$ cat config.mk
export PLATFORM = sky130hd
export DESIGN_NAME = bp_mode_predictor
export DESIGN_NICKNAME = d
export VERILOG_FILES = /design/src/rtl/bp_pkg.sv /design/src/rtl/bp_static_pred.sv /design/src/rtl/bp_onebit_table.sv /design/src/rtl/bp_counter_table.sv /design/src/rtl/bp_global_hist.sv /design/src/rtl/bp_mode_predictor.sv
export SDC_FILE = /design/constraint.sdc
export NUM_CORES = 1
export LEC_CHECK = 0
export ABC_AREA = 1
export CAP_MARGIN = 15
export CORE_MARGIN = 4
export CORE_UTILIZATION = 50
export DETAILED_ROUTE_END_ITERATION = 8
export PLACE_DENSITY = 0.75
export SYNTH_ARGS = -nofsm -noshare
export SYNTH_HDL_FRONTEND = slang
export SYNTH_SLANG_ARGS = --single-unit
$ cat constraint.sdc
create_clock -name clk -period 17.54 [get_ports clk]
set_clock_uncertainty 0.1 [all_clocks]
set_input_delay 3.508 -clock clk [delete_from_list [all_inputs] [get_ports clk]]
set_output_delay 3.508 -clock clk [all_outputs]
set_load 0.02 [all_outputs]
$ cat src/rtl/bp_pkg.sv
package bp_pkg;
  typedef enum logic [2:0] {
    BP_ALWAYS_T  = 3'd0,
    BP_ALWAYS_NT = 3'd1,
    BP_BACKWARD  = 3'd2,
    BP_OPCLASS   = 3'd3,
    BP_ONE_BIT   = 3'd4,
    BP_TWO_BIT   = 3'd5,
    BP_GLOBAL    = 3'd6,
    BP_RESERVED  = 3'd7
  } bp_mode_e;

  localparam logic [1:0] CNT_RESET = 2'd1;
  localparam logic [1:0] CNT_MAX   = 2'd3;
  localparam logic [1:0] CNT_MIN   = 2'd0;
endpackage

$ cat src/rtl/bp_static_pred.sv
module bp_static_pred
  import bp_pkg::*;
#(
  parameter int unsigned PC_W  = 32,
  parameter int unsigned OPC_W = 3,
  parameter logic [(1<<OPC_W)-1:0] OPC_TAKEN_MASK = 8'hA6
) (
  input  logic [2:0]       mode,
  input  logic [PC_W-1:0]  pc,
  input  logic [PC_W-1:0]  tgt,
  input  logic [OPC_W-1:0] opc,
  output logic             taken
);
  logic backward;
  logic class_hit;

  assign backward  = (tgt < pc);
  assign class_hit = OPC_TAKEN_MASK[opc];

  always_comb begin
    taken = 1'b0;
    unique case (bp_mode_e'(mode))
      BP_ALWAYS_T: taken = 1'b1;
      BP_BACKWARD: taken = backward;
      BP_OPCLASS:  taken = class_hit;
      default:     taken = 1'b0;
    endcase
  end
endmodule

$ cat src/rtl/bp_onebit_table.sv
module bp_onebit_table #(
  parameter int unsigned IDX_W = 6
) (
  input  logic             clk,
  input  logic             rst_n,
  input  logic [IDX_W-1:0] rd_idx,
  output logic             rd_bit,
  input  logic             wr_en,
  input  logic [IDX_W-1:0] wr_idx,
  input  logic             wr_taken
);
  localparam int unsigned DEPTH = 1 << IDX_W;

  logic [DEPTH-1:0] bit_arr;

  for (genvar i = 0; i < DEPTH; i++) begin : g_ent
    logic q, d, en, miss;
    assign en   = wr_en && (wr_idx == IDX_W'(i));
    assign miss = (q != wr_taken);
    always_comb begin
      d = q;
      if (miss) d = ~q;
    end
    always_ff @(posedge clk or negedge rst_n) begin
      if (!rst_n)  q <= 1'b0;
      else if (en) q <= d;
    end
    assign bit_arr[i] = q;
  end

  assign rd_bit = bit_arr[rd_idx];
endmodule

$ cat src/rtl/bp_counter_table.sv
module bp_counter_table
  import bp_pkg::*;
#(
  parameter int unsigned IDX_W = 6
) (
  input  logic             clk,
  input  logic             rst_n,
  input  logic [IDX_W-1:0] rd_idx,
  output logic [1:0]       rd_cnt,
  input  logic             wr_en,
  input  logic [IDX_W-1:0] wr_idx,
  input  logic             wr_taken
);
  localparam int unsigned DEPTH = 1 << IDX_W;

  logic [1:0] cnt_arr [DEPTH];

  for (genvar i = 0; i < DEPTH; i++) begin : g_ent
    logic [1:0] q, d;
    logic       en;
    assign en = wr_en && (wr_idx == IDX_W'(i));
    always_comb begin
      d = q;
      if (wr_taken) begin
        if (q != CNT_MAX) d = q + 2'd1;
      end else begin
        if (q != CNT_MIN) d = q - 2'd1;
      end
    end
    always_ff @(posedge clk or negedge rst_n) begin
      if (!rst_n)  q <= CNT_RESET;
      else if (en) q <= d;
    end
    assign cnt_arr[i] = q;
  end

  assign rd_cnt = cnt_arr[rd_idx];
endmodule

$ cat src/rtl/bp_global_hist.sv
module bp_global_hist #(
  parameter int unsigned HIST_W = 6
) (
  input  logic              clk,
  input  logic              rst_n,
  input  logic              shift_en,
  input  logic              outcome,
  output logic [HIST_W-1:0] hist
);
  logic [HIST_W-1:0] hist_q, hist_d;

  if (HIST_W == 1) begin : g_single
    always_comb hist_d = outcome;
  end else begin : g_multi
    always_comb hist_d = {hist_q[HIST_W-2:0], outcome};
  end

  always_ff @(posedge clk or negedge rst_n) begin
    if (!rst_n)        hist_q <= '0;
    else if (shift_en) hist_q <= hist_d;
  end

  assign hist = hist_q;
endmodule

$ cat src/rtl/bp_mode_predictor.sv
module bp_mode_predictor
  import bp_pkg::*;
#(
  parameter int unsigned PC_W   = 32,
  parameter int unsigned OPC_W  = 3,
  parameter int unsigned IDX_W  = 6,
  parameter int unsigned HIST_W = 6,
  parameter logic [(1<<OPC_W)-1:0] OPC_TAKEN_MASK = 8'hA6
) (
  input  logic             clk,
  input  logic             rst_n,
  input  logic [2:0]       mode_i,
  input  logic [PC_W-1:0]  lk_pc_i,
  input  logic [PC_W-1:0]  lk_tgt_i,
  input  logic [OPC_W-1:0] lk_opc_i,
  output logic             pred_taken_o,
  input  logic             up_valid_i,
  input  logic [PC_W-1:0]  up_pc_i,
  input  logic             up_taken_i
);
  logic [1:0]        rst_pipe;
  logic              rst_sync_n;
  logic              static_taken;
  logic              one_bit;
  logic [1:0]        two_cnt;
  logic [1:0]        glob_cnt;
  logic [HIST_W-1:0] ghist;
  logic [IDX_W-1:0]  lk_idx, up_idx;
  logic              pred_d;

  always_ff @(posedge clk or negedge rst_n) begin
    if (!rst_n) rst_pipe <= 2'b00;
    else        rst_pipe <= {rst_pipe[0], 1'b1};
  end
  assign rst_sync_n = rst_pipe[1];

  assign lk_idx = lk_pc_i[IDX_W-1:0];
  assign up_idx = up_pc_i[IDX_W-1:0];

  bp_static_pred #(
    .PC_W(PC_W), .OPC_W(OPC_W), .OPC_TAKEN_MASK(OPC_TAKEN_MASK)
  ) u_static (
    .mode(mode_i), .pc(lk_pc_i), .tgt(lk_tgt_i), .opc(lk_opc_i),
    .taken(static_taken)
  );

  bp_onebit_table #(.IDX_W(IDX_W)) u_onebit (
    .clk(clk), .rst_n(rst_sync_n),
    .rd_idx(lk_idx), .rd_bit(one_bit),
    .wr_en(up_valid_i), .wr_idx(up_idx), .wr_taken(up_taken_i)
  );

  bp_counter_table #(.IDX_W(IDX_W)) u_local_cnt (
    .clk(clk), .rst_n(rst_sync_n),
    .rd_idx(lk_idx), .rd_cnt(two_cnt),
    .wr_en(up_valid_i), .wr_idx(up_idx), .wr_taken(up_taken_i)
  );

  bp_global_hist #(.HIST_W(HIST_W)) u_hist (
    .clk(clk), .rst_n(rst_sync_n),
    .shift_en(up_valid_i), .outcome(up_taken_i), .hist(ghist)
  );

  bp_counter_table #(.IDX_W(HIST_W)) u_pattern (
    .clk(clk), .rst_n(rst_sync_n),
    .rd_idx(ghist), .rd_cnt(glob_cnt),
    .wr_en(up_valid_i), .wr_idx(ghist), .wr_taken(up_taken_i)
  );

  always_comb begin
    pred_d = 1'b0;
    unique case (bp_mode_e'(mode_i))
      BP_ALWAYS_T, BP_ALWAYS_NT,
      BP_BACKWARD, BP_OPCLASS: pred_d = static_taken;
      BP_ONE_BIT:              pred_d = one_bit;
      BP_TWO_BIT:              pred_d = two_cnt[1];
      BP_GLOBAL:               pred_d = glob_cnt[1];
      default:                 pred_d = 1'b0;
    endcase
  end

  assign pred_taken_o = pred_d;
endmodule

== Word level (Yosys, flattened, before mapping) ==
Memory sizes are Yosys's and may differ from the RTL's.
Index checks and enable logic that the tools add are counted.
Word-level totals
  input port bits: 106
  memories: 1
  output and inout bits: 1
  word-level logic and storage cells: 1949
  ROM bits: 8
  flip-flop bits (word level): 328
Cells by class
  muxes and demuxes: 395
  reduce and logical (&&, ||, !) cells: 580
  eq/ne operators: 452
  bitwise logic cells: 66
  $lt $le $gt $ge: 5
  add/sub/neg operators: 256
Memories
  (no name shown): depth 8, bits a word 1, rd ports 1, clocked after Yosys merged registers in 0, write ports 0, RTL line bp_static_pred.sv:18  | assign class_hit = OPC_TAKEN_MASK[opc];
Operators by type and width (number)
  $mux W2: 388
  $reduce_bool A2 Y1: 256
  $eq A6 B6 Y1 const B: 64
  $reduce_and A3 Y1: 128
  $add A2 B1 Y2 const B: 128
  $ne A2 B1 Y1 const B: 128
  $ne A2 B2 Y1 const B: 128
  $sub A2 B1 Y2 const B: 128
  $eq A6 B5 Y1 const B: 32
  $logic_and A1 B1 Y1: 128
  $reduce_and A2 Y1: 64
  $eq A6 B4 Y1 const B: 16
  $ne A1 B1 Y1: 64
  $not A1 Y1: 64
  $eq A6 B3 Y1 const B: 8
  $lt A32 B32 Y1: 1
  $bmux W2 S6: 2
  $eq A6 B2 Y1 const B: 4
  $ge A7 B7 Y1 const B: 2
  $not A6 Y7: 2
  $eq A6 B1 Y1 const B: 2
  $logic_not A6 Y1: 2
  $eq A3 B3 Y1 const B: 3
  $lt A6 B7 Y1 const B: 1
  9 further kinds: 11

== Longest topological paths before layout ==
  depth after elaboration: 5
  mapped depth: 17
  depth with buffers taken out: 15

== Hierarchy ==
Synthesis repeated with hierarchy kept, for this count alone.
Second synthesis, totals
  cell total of the unflattened synthesis: 2788
  area total of the unflattened synthesis: 20099.3 sq um
By module, submodules not included
  bp_counter_table: cells each 1072, area each 7621.1 sq um, seq. area each 3283.1 sq um, instances 2
  bp_onebit_table: cells each 460, area each 3651.0 sq um, seq. area each 1601.5 sq um, instances 1
  bp_static_pred: cells each 143, area each 875.8 sq um, seq. area each 0.0 sq um, instances 1
  bp_global_hist: cells each 25, area each 221.5 sq um, seq. area each 150.1 sq um, instances 1
  bp_mode_predictor: cells each 16, area each 108.9 sq um, seq. area each 50.0 sq um, instances 1

== Worst setup path after synthesis ==
OpenSTA, ideal clock, no wires.
  path kind: input -> output
  from: input lk_pc_i[2]
  to: output pred_taken_o
  required time: 13.932 ns
  cell stages on the path: 17
  path buffers: 2
  path slack: 8.943 ns
  arrival: 4.989 ns
  path through: buf_2 -> clkinv_1 -> buf_2 -> ha_1 -> nand2_1 -> inv_1 -> nand2_1 -> nand2_1 -> nand2_1 -> nand2_1 -> nand2_1 -> nand2_1 -> nand2_1 -> nand2_1 -> nand3_1 -> nor2_1 -> nand2_1
Between the ends
  cells in the longest elaborated chain, start to end: 5
  elaborated cells on any way between the ends: 9
  those cells by class: order compare (1); mux (7); bitwise (1)
Ends and longest elaborated chain
  from (decl): RTL line bp_mode_predictor.sv:13  | input logic [PC_W-1:0] lk_pc_i,
  parallel branches: the longest is 4 deep, another holds $lt A32 B32 Y1
  $pmux W1 S4 (*): RTL line bp_mode_predictor.sv:72  | unique case (bp_mode_e'(mode_i))
  to (decl): RTL line bp_mode_predictor.sv:16  | output logic pred_taken_o,
Mark *: on every way between the ends. The select of a mux whose other input is x is not followed.

== Worst setup path after layout ==
Ends and elaborated chain as after synthesis.

==> results_dict.tcl <==
set metrics [dict create \
    report.final.hold_viol_count 0 \
    synthCells 2522 \
    synth_edf_count 0 \
    critical-path-top-delay-family "buffers and inverters" \
    die_h_um 199 \
    clock_sinks 328 \
    grt_pass1_wl_mm 76.3 \
    synth.avg_cell_area_um2 7.20 \
    ff2ff_path_depth 7 \
    first_pass_iters 6 \
    data_arrival_critical_path_ns 7.36 \
    rsz_0062_raised_after_global_routing "false" \
    pwr_density_cell_mw_per_mm2 106 \
    timing.final.ws_setup_ns 6.57 \
    floorplan.core_area_mm2 0.0357 \
    cpMostUsedCell "nand2_1" \
    maxClockFrequency_ghz 0.0912 \
    timing_worst_slew_pin_value_ns 1.17 \
    min_to "rst_pipe[1]" \
    globalRouteOverflowTotal 0 \
    final_antenna_net_count 0 \
    leakagePower_nw 9.00 \
    worstSetupPathType "in -> out" \
    postCtsHoldBufs 0 \
    synth.yosys.seq_area_share 0.461 \
    drt-wirelength-per-cell_um 15.2 \
    regToRegSetupSlack_ns 14.86 \
    filler_cell_count 3208 \
    clock_tree.htree_level_count 2 \
    path_buf_inv 4 \
    io-pin-count 107 \
    detail_route.wirelength_mm 46.3 \
    worstSetupEndpointType "output pin" \
    synth_top_cells_by_area "dfrtp_1, dfstp_2, nand2_1" \
    layout_common_cells "nand2_1, o21ai_0, nor2_1" \
    cp_data_required_time_ns 13.93 \
    synthArstFlopShare 1.00 \
    netlist.area_leader.share 0.276 \
    layout_min_cycle_time_ns 10.97 \
    hpwlAfterDp_mm 29.9 \
    totalNegativeSetupSlack_ns 0 \
    maxSlewViolCount 0 \
    leading_cell_type_in_the_layout_fill_and_taps_excluded "nand2_1" \
    ys_warn_count 0 \
    die_area_mm2 0.0394 \
    run_status "finished, final reports clean" \
    ctsResizeCount 0 \
    mappedNetlistArea_mm2 0.0182 \
    hold_startpoint "rst_pipe[0]" \
    hold_depth 0 \
    initial_core_util 0.509 \
    first_global_vias 16100 \
    drive_above_1_share 0.0829 \
    clock_root_buffer "clkbuf_16" \
    finalWeightedCongestion 0.912 \
    yosys.area.top_type "dfrtp_1" \
    hold_removal_path_class "reg -> reg" \
    avgViaCountPerCell 5.55 \
    antenna_cells_inserted 0 \
    syn2layout_area_growth_pct 12.5 \
    synth.ff_latch_count 328 \
    clock_path_buffers 3 \
    grt.total_usage 0.230 \
    worstSkewPairLatency_ns 0.54 \
    fin_nets 2703 \
    slowest_stage "clkdlybuf4s50_1" \
    path_cells "clkdlybuf4s50_1, clkinv_1, ha_1, nand2_1, inv_1, nand2_1, nand2_1, nand2_1, nand2_1, nand2_1, nand2_1, nand2_1, nand2_1, nand3_1, nor2_1, nand2_1, clkdlybuf4s50_1" \
    drt_iter0_markers 1269 \
    worstReg2RegEnd "u_pattern.g_ent[18].q[1]" \
    numCtsBuffers 38 \
    setup_viol_count_final 0 \
    worstReg2RegStart "u_hist.hist[1]" \
    dr_total_vias 16900 \
    seqCellArea_mm2 0.00837 \
    maxCapViolations 0 \
    worst_ir_drop_vdd_uv 67.3 \
    worst_slew_margin_rel 0.222 \
    grt_max_degree 173 \
    cts_setup_buffers 0 \
    ys_types 34 \
    chipWidth_um 199 \
    placement.io_buffers 80 \
    start_kind "input port" \
    path_max_fanout 17 \
    placement_rows 69 \
    totalPowerFinal_w 0.00216 \
    period_share 0.625 \
    drc 0 \
    antenna_found_initial 0 \
    critPathMaxStageDelay_ns 1.08 \
    tritoncts_clock_tree "yes" \
    cts.clk_slew.worst_paths_ns 0.05 \
    synth_nets 2659 \
    synth_top_flop_cell "dfrtp_1" \
    multiInputGateArea_mm2 0.00847 \
    detailedPlace.worstSlack_ns 6.69 \
]
-- synthesized netlist by cell type, types with 2 or more instances --
| cell type | number |
|---|---|
| nand2_1 | 742 |
| o21ai_0 | 454 |
| nor2_1 | 286 |
| inv_1 | 238 |
| dfrtp_1 | 200 |
| dfstp_2 | 128 |
| nand3_1 | 113 |
| a21oi_1 | 101 |
| clkbuf_1 | 43 |
| a31oi_1 | 40 |
| buf_2 | 35 |
| o31ai_1 | 33 |
| ha_1 | 31 |
| o21ai_1 | 14 |
| a211oi_1 | 11 |
| inv_2 | 9 |
| nor3_1 | 7 |
| nor2_2 | 6 |
| buf_1 | 5 |
| maj3_1 | 4 |
| nand4_1 | 4 |
| clkinv_1 | 3 |
| o211ai_1 | 3 |
| buf_6 | 2 |
-- how the worst max path moves through the flow --
stage                      startpoint        endpoint  cells after the start
final                      lk_pc_i[2]    pred_taken_o                     17
after global routing       lk_pc_i[2]    pred_taken_o                     17
after CTS                  lk_pc_i[2]    pred_taken_o                     17
after floorplan           rst_pipe[1]  u_hist.hist[0]                      0
after detailed placement   lk_pc_i[2]    pred_taken_o                     17
after global placement     lk_pc_i[2]    pred_taken_o                     17
-- flip-flops by register name, summed over array words and instances, names as in the netlist --
| register | cells |
|---|---|
| u_onebit.g_ent.q | 64 |
| u_pattern.g_ent.q | 128 |
| rst_pipe | 2 |
| u_local_cnt.g_ent.q | 128 |
| u_hist.hist | 6 |
-- cell families after synthesis --
| group | Yosys count | share of synthesized area |
|---|---|---|
| AND/OR/NAND/NOR | 1161 | 0.250 |
| AO/OA/AOI/OAI | 660 | 0.192 |
| buffers and inverters | 336 | 0.0729 |
| XOR/XNOR | 1 | 0.000482 |
| flip-flops | 328 | 0.461 |
| other | 1 | 0.000207 |
| adder cells (fa/ha/maj) | 35 | 0.0236 |
-- stage by stage --
| step | std cells | utilization | area (µm²) | hold WS (ns) |
|---|---|---|---|---|
| after floorplan | 2522 | - | 18200 | 0.231 |
| after global placement | 2987 | 0.540 | 19200 | 0.236 |
| after detailed placement | 2987 | 0.540 | 19200 | 0.240 |
| after CTS | 3053 | 0.573 | 20400 | 0.263 |
| after global routing | 3053 | 0.573 | 20400 | 0.275 |
| final | 3053 | 0.573 | 20400 | 0.260 |
-- worst reg2reg max path, stage by stage, from the launching register on --
cell and delay [ns]:
dfrtp_1 0.84, inv_2 0.35, nor2_2 0.19, inv_1 0.10, nor2_1 0.32, nand2_1 0.20
o21ai_0 0.33, o21ai_1 0.12
-- area by class of cell --
class | instances | area share
timing repair buffer | 90 | 0.0434
sequential | 328 | 0.410
clock buffer | 59 | 0.0554
clock inverter | 7 | 0.00208
inverter | 250 | 0.0460
tap | 461 | 0.0282
multi-input combinational | 1858 | 0.415
-- power breakdown --
part / switching, W / internal [W]
Sequential: 0.000105 / 0.000929
Clock: 0.000315 / 0.000442
Combinational: 0.000233 / 0.000135
Total: 0.000654 / 0.00151
-- layer usage --
metal,share of wire,up-vias,global-route usage
met5,0,-,0
met4,0.028,0,0.0780
met3,0.046,101,0.0301
met2,0.49,440,0.397
met1,0.43,8076,0.302
li1,-,8331,-
No activity file was read; power rests on OpenSTA's default activity.
